==> src/rtl/pp_pkg.sv <==
package pp_pkg;
  typedef enum logic [1:0] {
    ST_IDLE = 2'd0,
    ST_SCAN = 2'd1,
    ST_FIN  = 2'd2
  } pp_state_e;
endpackage

==> src/rtl/pp_page_store.sv <==
module pp_page_store #(
  parameter int DATA_W = 8,
  parameter int DEPTH  = 256,
  localparam int OFF_W = $clog2(DEPTH)
) (
  input  logic              clk_i,
  input  logic              rst_ni,
  input  logic              clr_i,
  input  logic              wr_i,
  input  logic [OFF_W-1:0]  wr_off_i,
  input  logic [DATA_W-1:0] wr_data_i,
  input  logic [OFF_W-1:0]  rd_off_i,
  output logic [DATA_W-1:0] rd_data_o,
  output logic              rd_hit_o,
  output logic              any_o
);
  logic [DEPTH-1:0]  mask_q;
  logic [DATA_W-1:0] mem_q [DEPTH];

  for (genvar g = 0; g < DEPTH; g++) begin : g_slot
    always_ff @(posedge clk_i or negedge rst_ni) begin
      if (!rst_ni)                                  mask_q[g] <= 1'b0;
      else if (clr_i)                               mask_q[g] <= 1'b0;
      else if (wr_i && wr_off_i == OFF_W'(g))       mask_q[g] <= 1'b1;
    end
    always_ff @(posedge clk_i) begin
      if (wr_i && wr_off_i == OFF_W'(g)) mem_q[g] <= wr_data_i;
    end
  end

  assign rd_data_o = mem_q[rd_off_i];
  assign rd_hit_o  = mask_q[rd_off_i];
  assign any_o     = |mask_q;
endmodule

==> src/rtl/pp_commit_seq.sv <==
module pp_commit_seq
  import pp_pkg::*;
#(
  parameter int OFF_W = 8
) (
  input  logic             clk_i,
  input  logic             rst_ni,
  input  logic             go_i,
  output logic [OFF_W-1:0] scan_off_o,
  output logic             scan_en_o,
  output logic             busy_o,
  output logic             done_o
);
  pp_state_e        state_q;
  logic [OFF_W-1:0] idx_q;
  logic             done_q;

  always_ff @(posedge clk_i or negedge rst_ni) begin
    if (!rst_ni) begin
      state_q <= ST_IDLE;
      idx_q   <= '0;
      done_q  <= 1'b0;
    end else begin
      done_q <= 1'b0;
      unique case (state_q)
        ST_IDLE: if (go_i) begin
          state_q <= ST_SCAN;
          idx_q   <= '0;
        end
        ST_SCAN: begin
          idx_q <= idx_q + 1'b1;
          if (idx_q == '1) state_q <= ST_FIN;
        end
        ST_FIN: begin
          done_q  <= 1'b1;
          state_q <= ST_IDLE;
        end
        default: state_q <= ST_IDLE;
      endcase
    end
  end

  assign scan_off_o = idx_q;
  assign scan_en_o  = (state_q == ST_SCAN);
  assign busy_o     = (state_q != ST_IDLE);
  assign done_o     = done_q;
endmodule

==> src/rtl/page_prog_buf.sv <==
module page_prog_buf #(
  parameter int ADDR_W     = 19,
  parameter int DATA_W     = 8,
  parameter int PAGE_BYTES = 256,
  localparam int OFF_W     = $clog2(PAGE_BYTES),
  localparam int PAGE_W    = ADDR_W - OFF_W
) (
  input  logic              clk_i,
  input  logic              rst_ni,
  input  logic              start_i,
  input  logic [ADDR_W-1:0] addr_i,
  input  logic              byte_vld_i,
  input  logic [DATA_W-1:0] byte_i,
  input  logic              cs_rise_i,
  input  logic              cs_aligned_i,
  input  logic              accept_i,
  output logic              wr_vld_o,
  output logic [ADDR_W-1:0] wr_addr_o,
  output logic [DATA_W-1:0] wr_data_o,
  output logic              busy_o,
  output logic              done_o
);
  logic              armed_q;
  logic [PAGE_W-1:0] page_q;
  logic [OFF_W-1:0]  ptr_q;
  logic              start_ok, byte_ok, commit, drop;
  logic              any_loaded, rd_hit, scan_en;
  logic [OFF_W-1:0]  scan_off;
  logic [DATA_W-1:0] rd_data;
  logic              wr_vld_q;
  logic [ADDR_W-1:0] wr_addr_q;
  logic [DATA_W-1:0] wr_data_q;

  assign start_ok = start_i & ~busy_o;
  assign byte_ok  = byte_vld_i & armed_q & ~busy_o & ~start_i;
  assign commit   = cs_rise_i & ~busy_o & armed_q & cs_aligned_i & accept_i & any_loaded;
  assign drop     = cs_rise_i & ~busy_o;

  always_ff @(posedge clk_i or negedge rst_ni) begin
    if (!rst_ni) begin
      armed_q <= 1'b0;
      page_q  <= '0;
      ptr_q   <= '0;
    end else if (start_ok) begin
      armed_q <= 1'b1;
      page_q  <= addr_i[ADDR_W-1:OFF_W];
      ptr_q   <= addr_i[OFF_W-1:0];
    end else if (drop) begin
      armed_q <= 1'b0;
    end else if (byte_ok) begin
      ptr_q   <= ptr_q + 1'b1;  // wraps inside the page
    end
  end

  pp_page_store #(.DATA_W(DATA_W), .DEPTH(PAGE_BYTES)) u_store (
    .clk_i     (clk_i),
    .rst_ni    (rst_ni),
    .clr_i     (start_ok),
    .wr_i      (byte_ok),
    .wr_off_i  (ptr_q),
    .wr_data_i (byte_i),
    .rd_off_i  (scan_off),
    .rd_data_o (rd_data),
    .rd_hit_o  (rd_hit),
    .any_o     (any_loaded)
  );

  pp_commit_seq #(.OFF_W(OFF_W)) u_seq (
    .clk_i      (clk_i),
    .rst_ni     (rst_ni),
    .go_i       (commit),
    .scan_off_o (scan_off),
    .scan_en_o  (scan_en),
    .busy_o     (busy_o),
    .done_o     (done_o)
  );

  always_ff @(posedge clk_i or negedge rst_ni) begin
    if (!rst_ni) begin
      wr_vld_q  <= 1'b0;
      wr_addr_q <= '0;
      wr_data_q <= '0;
    end else begin
      wr_vld_q <= scan_en & rd_hit;
      if (scan_en) begin
        wr_addr_q <= {page_q, scan_off};
        wr_data_q <= rd_data;
      end
    end
  end

  assign wr_vld_o  = wr_vld_q;
  assign wr_addr_o = wr_addr_q;
  assign wr_data_o = wr_data_q;


  wr_in_page_chk: assert property (@(posedge clk_i) disable iff (!rst_ni)
    wr_vld_o |-> wr_addr_o[ADDR_W-1:OFF_W] == page_q);

  wr_order_chk: assert property (@(posedge clk_i) disable iff (!rst_ni)
    wr_vld_o && $past(wr_vld_o) |-> wr_addr_o[OFF_W-1:0] > $past(wr_addr_o[OFF_W-1:0]));

  no_wr_idle_chk: assert property (@(posedge clk_i) disable iff (!rst_ni)
    wr_vld_o |-> busy_o);

  done_pulse_chk: assert property (@(posedge clk_i) disable iff (!rst_ni)
    done_o |=> !done_o);

  done_idle_chk: assert property (@(posedge clk_i) disable iff (!rst_ni)
    done_o |-> !busy_o);

  discard_chk: assert property (@(posedge clk_i) disable iff (!rst_ni)
    cs_rise_i && !cs_aligned_i && !busy_o |=> !busy_o);

  nonempty_chk: assert property (@(posedge clk_i) disable iff (!rst_ni)
    $rose(busy_o) |-> any_loaded);
endmodule

==> config.mk <==
export PLATFORM = sky130hd
export DESIGN_NAME = page_prog_buf
export DESIGN_NICKNAME = d
export VERILOG_FILES = /design/src/rtl/pp_pkg.sv /design/src/rtl/pp_page_store.sv /design/src/rtl/pp_commit_seq.sv /design/src/rtl/page_prog_buf.sv
export SDC_FILE = /design/constraint.sdc
export NUM_CORES = 2
export LEC_CHECK = 0
export BUFFER_PORTS_ARGS = -buffer_cell sky130_fd_sc_hd__buf_4
export CORE_MARGIN = 8
export CORE_UTILIZATION = 45
export DETAILED_ROUTE_END_ITERATION = 8
export HOLD_SLACK_MARGIN = 0.02
export PLACE_DENSITY = 0.7
export REMOVE_ABC_BUFFERS = 1
export SLEW_MARGIN = 20
export SYNTH_ARGS = -nofsm -noshare
export SYNTH_HDL_FRONTEND = slang
export SYNTH_SLANG_ARGS = --single-unit
==> constraint.sdc <==
create_clock -name clk_i -period 6.3 [get_ports clk_i]
set_clock_uncertainty 0.1 [all_clocks]
set_input_delay 0.315 -clock clk_i [delete_from_list [all_inputs] [get_ports clk_i]]
set_output_delay 0.315 -clock clk_i [all_outputs]
set_load 0.01 [all_outputs]
---- Word-level counts from Yosys, hierarchy flattened ----
Memory sizes are Yosys's and may differ from the RTL's. A register that Yosys moved wholly into a read port is not among the register bits.
Cells that the tools add are included.
word-level totals
  bits in writable memories ............... 2048
  memories ................................ 1
  output and inout bits ................... 30
  word-level logic and storage cells ...... 3121
  flip-flop bits (word level) ............. 307
  input bits .............................. 34
memories
  memory         words  width  read ports  clocked after Yosys merged registers in  wr ports  line                 text
  u_store.mem_q  256    8      1           1                                        1         pp_page_store.sv:18  logic [DATA_W-1:0] mem_q [DEPTH];
cells by class
  bitwise gates (word level) .............. 12
  add/subtract/negate cells ............... 2
  muxes and demuxes ....................... 1802
  reduce and logical (&&, ||, !) cells .... 778
  equal/unequal tests ..................... 261
  $lt $le $gt $ge ......................... 1
operator list
  kind                 count
  $mux 8               514
  $reduce_or 8->1      255
  $mux 1               1283
  $eq 8x8->1 const B   129
  $reduce_bool 2->1    260
  $eq 8x7->1 const B   64
  $eq 8x6->1 const B   32
  $logic_and 1x1->1    256
  $reduce_or 256->1    1
  $eq 8x5->1 const B   16
  $eq 8x4->1 const B   8
  $eq 8x3->1 const B   4
  $add 8x1->8 const B  2
  $eq 8x2->1 const B   2
  $pmux 8 s2           1
  $and 1x1->1          10
  $lt 8x9->1 const B   1
  $bmux 1 s8           1
  $eq 8x1->1 const B   1
  $logic_not 8->1      1
  $reduce_and 2->1     3
  $mux 2               2
  $ne 2x2->1 const B   2
  $pmux 2 s2           1
  6 further kinds      7

---- Depth between registers and ports, before layout ----
  word-level depth ........................ 263
  gate-level depth with buffers ........... 13
  gate-level depth less buffers ........... 7

---- Cells and area by module ----
From an unflattened synthesis, not the netlist that was laid out.
second synthesis, totals
  cell total of the unflattened synthesis .. 4883
  area, all modules ....................... 93265.7 um2
by module, submodules not included
  module         instances  sequential area each (um2)  cells each  area an instance (um2)
  pp_page_store  1          67905.1                     4674        90783.3
  page_prog_buf  1          1201.2                      165         1955.6
  pp_commit_seq  1          275.3                       44          526.8

---- Worst setup path before layout ----
No wires, ideal clock.
  path kind ............................... register to register
  start ................................... reg u_seq.idx_q[0], in the netlist u_seq.scan_off_o[0]
  end ..................................... reg wr_data_q[7], in the netlist wr_data_o[7] (read register of u_store.mem_q)
  setup time .............................. 126 ps
  required time ........................... 6074 ps
  arrival time ............................ 2450 ps
  path buffers ............................ 4
  stages on the path, launching flop included .. 11
  clock period less this slack ............ 2676 ps
  slack ................................... 3624 ps
  cells stage by stage .................... dfrtp_1 buf_6 buf_8 buf_6 buf_2 mux4_2 a211oi_1 o21ai_0 nand3_1 nand3_1 o32a_1
RTL lines
  item                    line                 text
  from (decl)             pp_commit_seq.sv:15  logic [OFF_W-1:0] idx_q;
  from (signal assigned)  pp_commit_seq.sv:31  idx_q <= idx_q + 1'b1;
  to (decl)               page_prog_buf.sv:32  logic [DATA_W-1:0] wr_data_q;

==> flow_summary.ini <==
[status]
outcome = finished with violations
violations = negative hold slack

[worst_setup_path]
critPathCaptureType = flip-flop
crit_required_ps = 6940
r2r-start = u_seq.scan_off_o[1]
critPathKind = flip-flop to flip-flop
reg2reg_depth = 7
timing.rr.end = wr_data_o[3]
crit_path_start_kind = flip-flop
rrSetupSlack_ps = 1930
worstPathArrival_ps = 5000
worstPathMaxFanout = 53

[global_routing]
grt_max_degree = 197
antenna_found_initial = 5
first_global_vias = 49300
grt-ovfl-total = 0
grt_pass1_wl_um = 370000
track_usage = 0.229

[timing]
fin_crit_sh = 0.693
max_freq_mhz = 229
max-slew-margin-rel = 0.195
worstMarginPinSlew_ps = 1210
setup_viol = 0
maxSlewViolCount = 0
whs_ps = -4.09
hold_viol = 4
fin_tns_setup_ps = 0
fin_ws_ps = 1930
rsz0062_at_grt = false
period_needed_ps = 4370

[cts]
htreeDepth = 4
cts_setup_buffers = 0
clk_latency_ps = 880
cts_tree = done
cts_buffer_depth = 3
cts.repair.resized = 0
clock_sinks = 2363
clk_pin_slew_ps = 70
cts-root-buf = clkbuf_16
cts_buffers = 220

[placed_design]
pre_cts_slack_ps = 1970
portBuffers = 63
place.gp.congestion = 0.916
post-dp-hpwl_um = 157000

[power_and_ir_drop]
p_per_area_nw_per_um2 = 420
peakVddDrop_mv = 0.293
leakage_nw = 34.1

[logic_synthesis]
synth.avg_cell_area_sq_um = 19.7
synth_area_leaders = edfxtp_1, mux4_2, dfrtp_1
yosys.cell_types.count = 68
synth_top_area_share = 0.662
postSynthCellCount = 4716
async_reset_ff_frac = 0.133
ys.flop_type = edfxtp_1
synth_edf_count = 2048
syn_area_sq_um = 92900
synth_largest_area_cell = edfxtp_1
seq_area_frac_synth = 0.747
synth_seq_cells = 2363
yosysWarnings = 0

[finish]
areaGrowthSynthToFinish_pct = 12.2
drive_gt1_frac = 0.220
layout_common_cells = edfxtp_1, mux4_2, dfrtp_1
nNetsFinal = 4913
final_common_cell = edfxtp_1

[floorplanning]
coreArea_sq_um = 206000
start_util = 0.451
row_count = 167
die_w_um = 470
io_pins = 64
die_h_um = 470
die_area_sq_um = 221000

[route]
drt_iter0_markers = 6991
first_pass_iters = 6
vias = 50400
routed_wl_um = 260000
final_antenna_net_count = 0
viasPerCell = 6.48
avgRoutedWirePerCell_um = 33.5
drcViolationCount = 0

[min_path]
holdPathEnd = u_store.mem_q[54][1]
min_path_type = primary input to flip-flop
hold_path_depth = 1
min_from = byte_i[1]

[flow_run]
drv_cap = 0
## cell type report
cell class / instances / area [sq um]
antenna: 8 / 20.0
clock buffer: 299 / 6130
clock inverter: 123 / 1250
fill: 16000 / 102000
inverter: 8 / 33.8
multi-input combinational: 2061 / 22000
sequential: 2363 / 69400
tap: 2704 / 3380
timing repair buffer: 220 / 2090
## registers in the layout, indices dropped and copies added (netlist names)
register	cells
wr_addr_o	19
u_seq.scan_off_o	8
page_q	11
armed_q	1
ptr_q	8
wr_vld_o	1
u_store.mask_q	256
wr_data_o	8
u_seq.state_q	2
u_store.mem_q	2048
u_seq.done_o	1
## where the power goes
group,switching (mW),internal (mW)
Sequential,0.500,17.2
Combinational,7.87,4.67
Clock,5.90,7.59
## layer usage
metal | part of all wire | vias to the layer above | wire length (um) | global-route usage
met1 | 0.37 | 26500 | 97400 | 0.311
met2 | 0.46 | 3524 | 119000 | 0.348
met4 | 0.055 | 2 | 14200 | 0.112
met5 | 0.000050 | - | 13 | 0
li1 | - | 19700 | - | -
met3 | 0.11 | 661 | 29700 | 0.0567
## logic make-up (layout without fill, tap and decap cells)
logic type,Yosys count,count (layout),synth area share
AOI/OAI and AO/OA,643,643,0.0502
buffers and inverters,292,650,0.0185
xor gates and xnor gates,13,13,0.00123
and+or+nand+nor,665,665,0.0319
muxes,735,735,0.151
adders and majority gates,5,5,0.000673
DFF,2363,2363,0.747
other,0,8,0
## synthesized netlist by cell type (5+ instances only)
| cell type | instances |
|---|---|
| edfxtp_1 | 2048 |
| o21ai_1 | 15 |
| o22ai_1 | 19 |
| a21oi_1 | 67 |
| buf_8 | 9 |
| ha_1 | 5 |
| a221oi_1 | 40 |
| a22oi_1 | 92 |
| and2_1 | 7 |
| o21a_1 | 257 |
| nand4_1 | 22 |
| inv_1 | 7 |
| a211oi_1 | 23 |
| nor4_1 | 70 |
| a22o_1 | 15 |
| mux4_2 | 530 |
| o211ai_1 | 6 |
| nand2_1 | 144 |
| buf_4 | 23 |
| xor2_1 | 6 |
| and3_1 | 6 |
| mux2i_1 | 190 |
| clkbuf_1 | 134 |
| buf_6 | 41 |
| nand3_1 | 60 |
| nand2b_1 | 7 |
| buf_2 | 49 |
| buf_1 | 23 |
| mux2_2 | 15 |
| o221ai_1 | 25 |
| a31oi_1 | 14 |
| nor2_1 | 307 |
| dfrtp_1 | 315 |
| nor3_1 | 15 |
| o21ai_0 | 29 |
| xnor2_1 | 7 |
| nor2b_1 | 15 |
## through the flow
step | area (sq um) | power [mW] | std cells | utilization | hold WS [ps]
final | 104000 | 43.8 | 7786 | 0.506 | -4.09
after global routing | 104000 | 44.7 | 7779 | 0.506 | 42.4
after CTS | 104000 | 43.7 | 7778 | 0.506 | 31.3
after detailed placement | 96500 | 30.3 | 7322 | 0.468 | 354
after global placement | 96500 | 30.3 | 7322 | 0.468 | 339
after floorplan | 91200 | 24.7 | 4432 | - | -80.6
## what timing repair did
action,4_1_cts,5_1_grt
endpoints found under the setup margin,0,0
endpoints found under the hold margin,239,0
hold buffers,34,0
## worst max-delay path by stage
stage                   startpoint           end  slack [ps]  cells past startpoint
2_1_floorplan  u_seq.scan_off_o[0]  wr_data_o[2]      -20150                      7
3_3_place_gp   u_seq.scan_off_o[0]  wr_data_o[3]        1950                      8
3_5_place_dp   u_seq.scan_off_o[0]  wr_data_o[3]        1970                      8
4_1_cts        u_seq.scan_off_o[0]  wr_data_o[3]        1950                      8
5_1_grt        u_seq.scan_off_o[0]  wr_data_o[3]        1840                      8
6_report       u_seq.scan_off_o[1]  wr_data_o[3]        1930                      7
## worst max-delay path, stage by stage, from the launching register on
cell      delay, ps
dfrtp_4         960
buf_4           750
mux4_2          450
a221oi_1        660
nor3_1           90
nor4_1          630
nor3_1          140
o32a_1          370
Note: power is estimated with default switching activity, not from simulation.
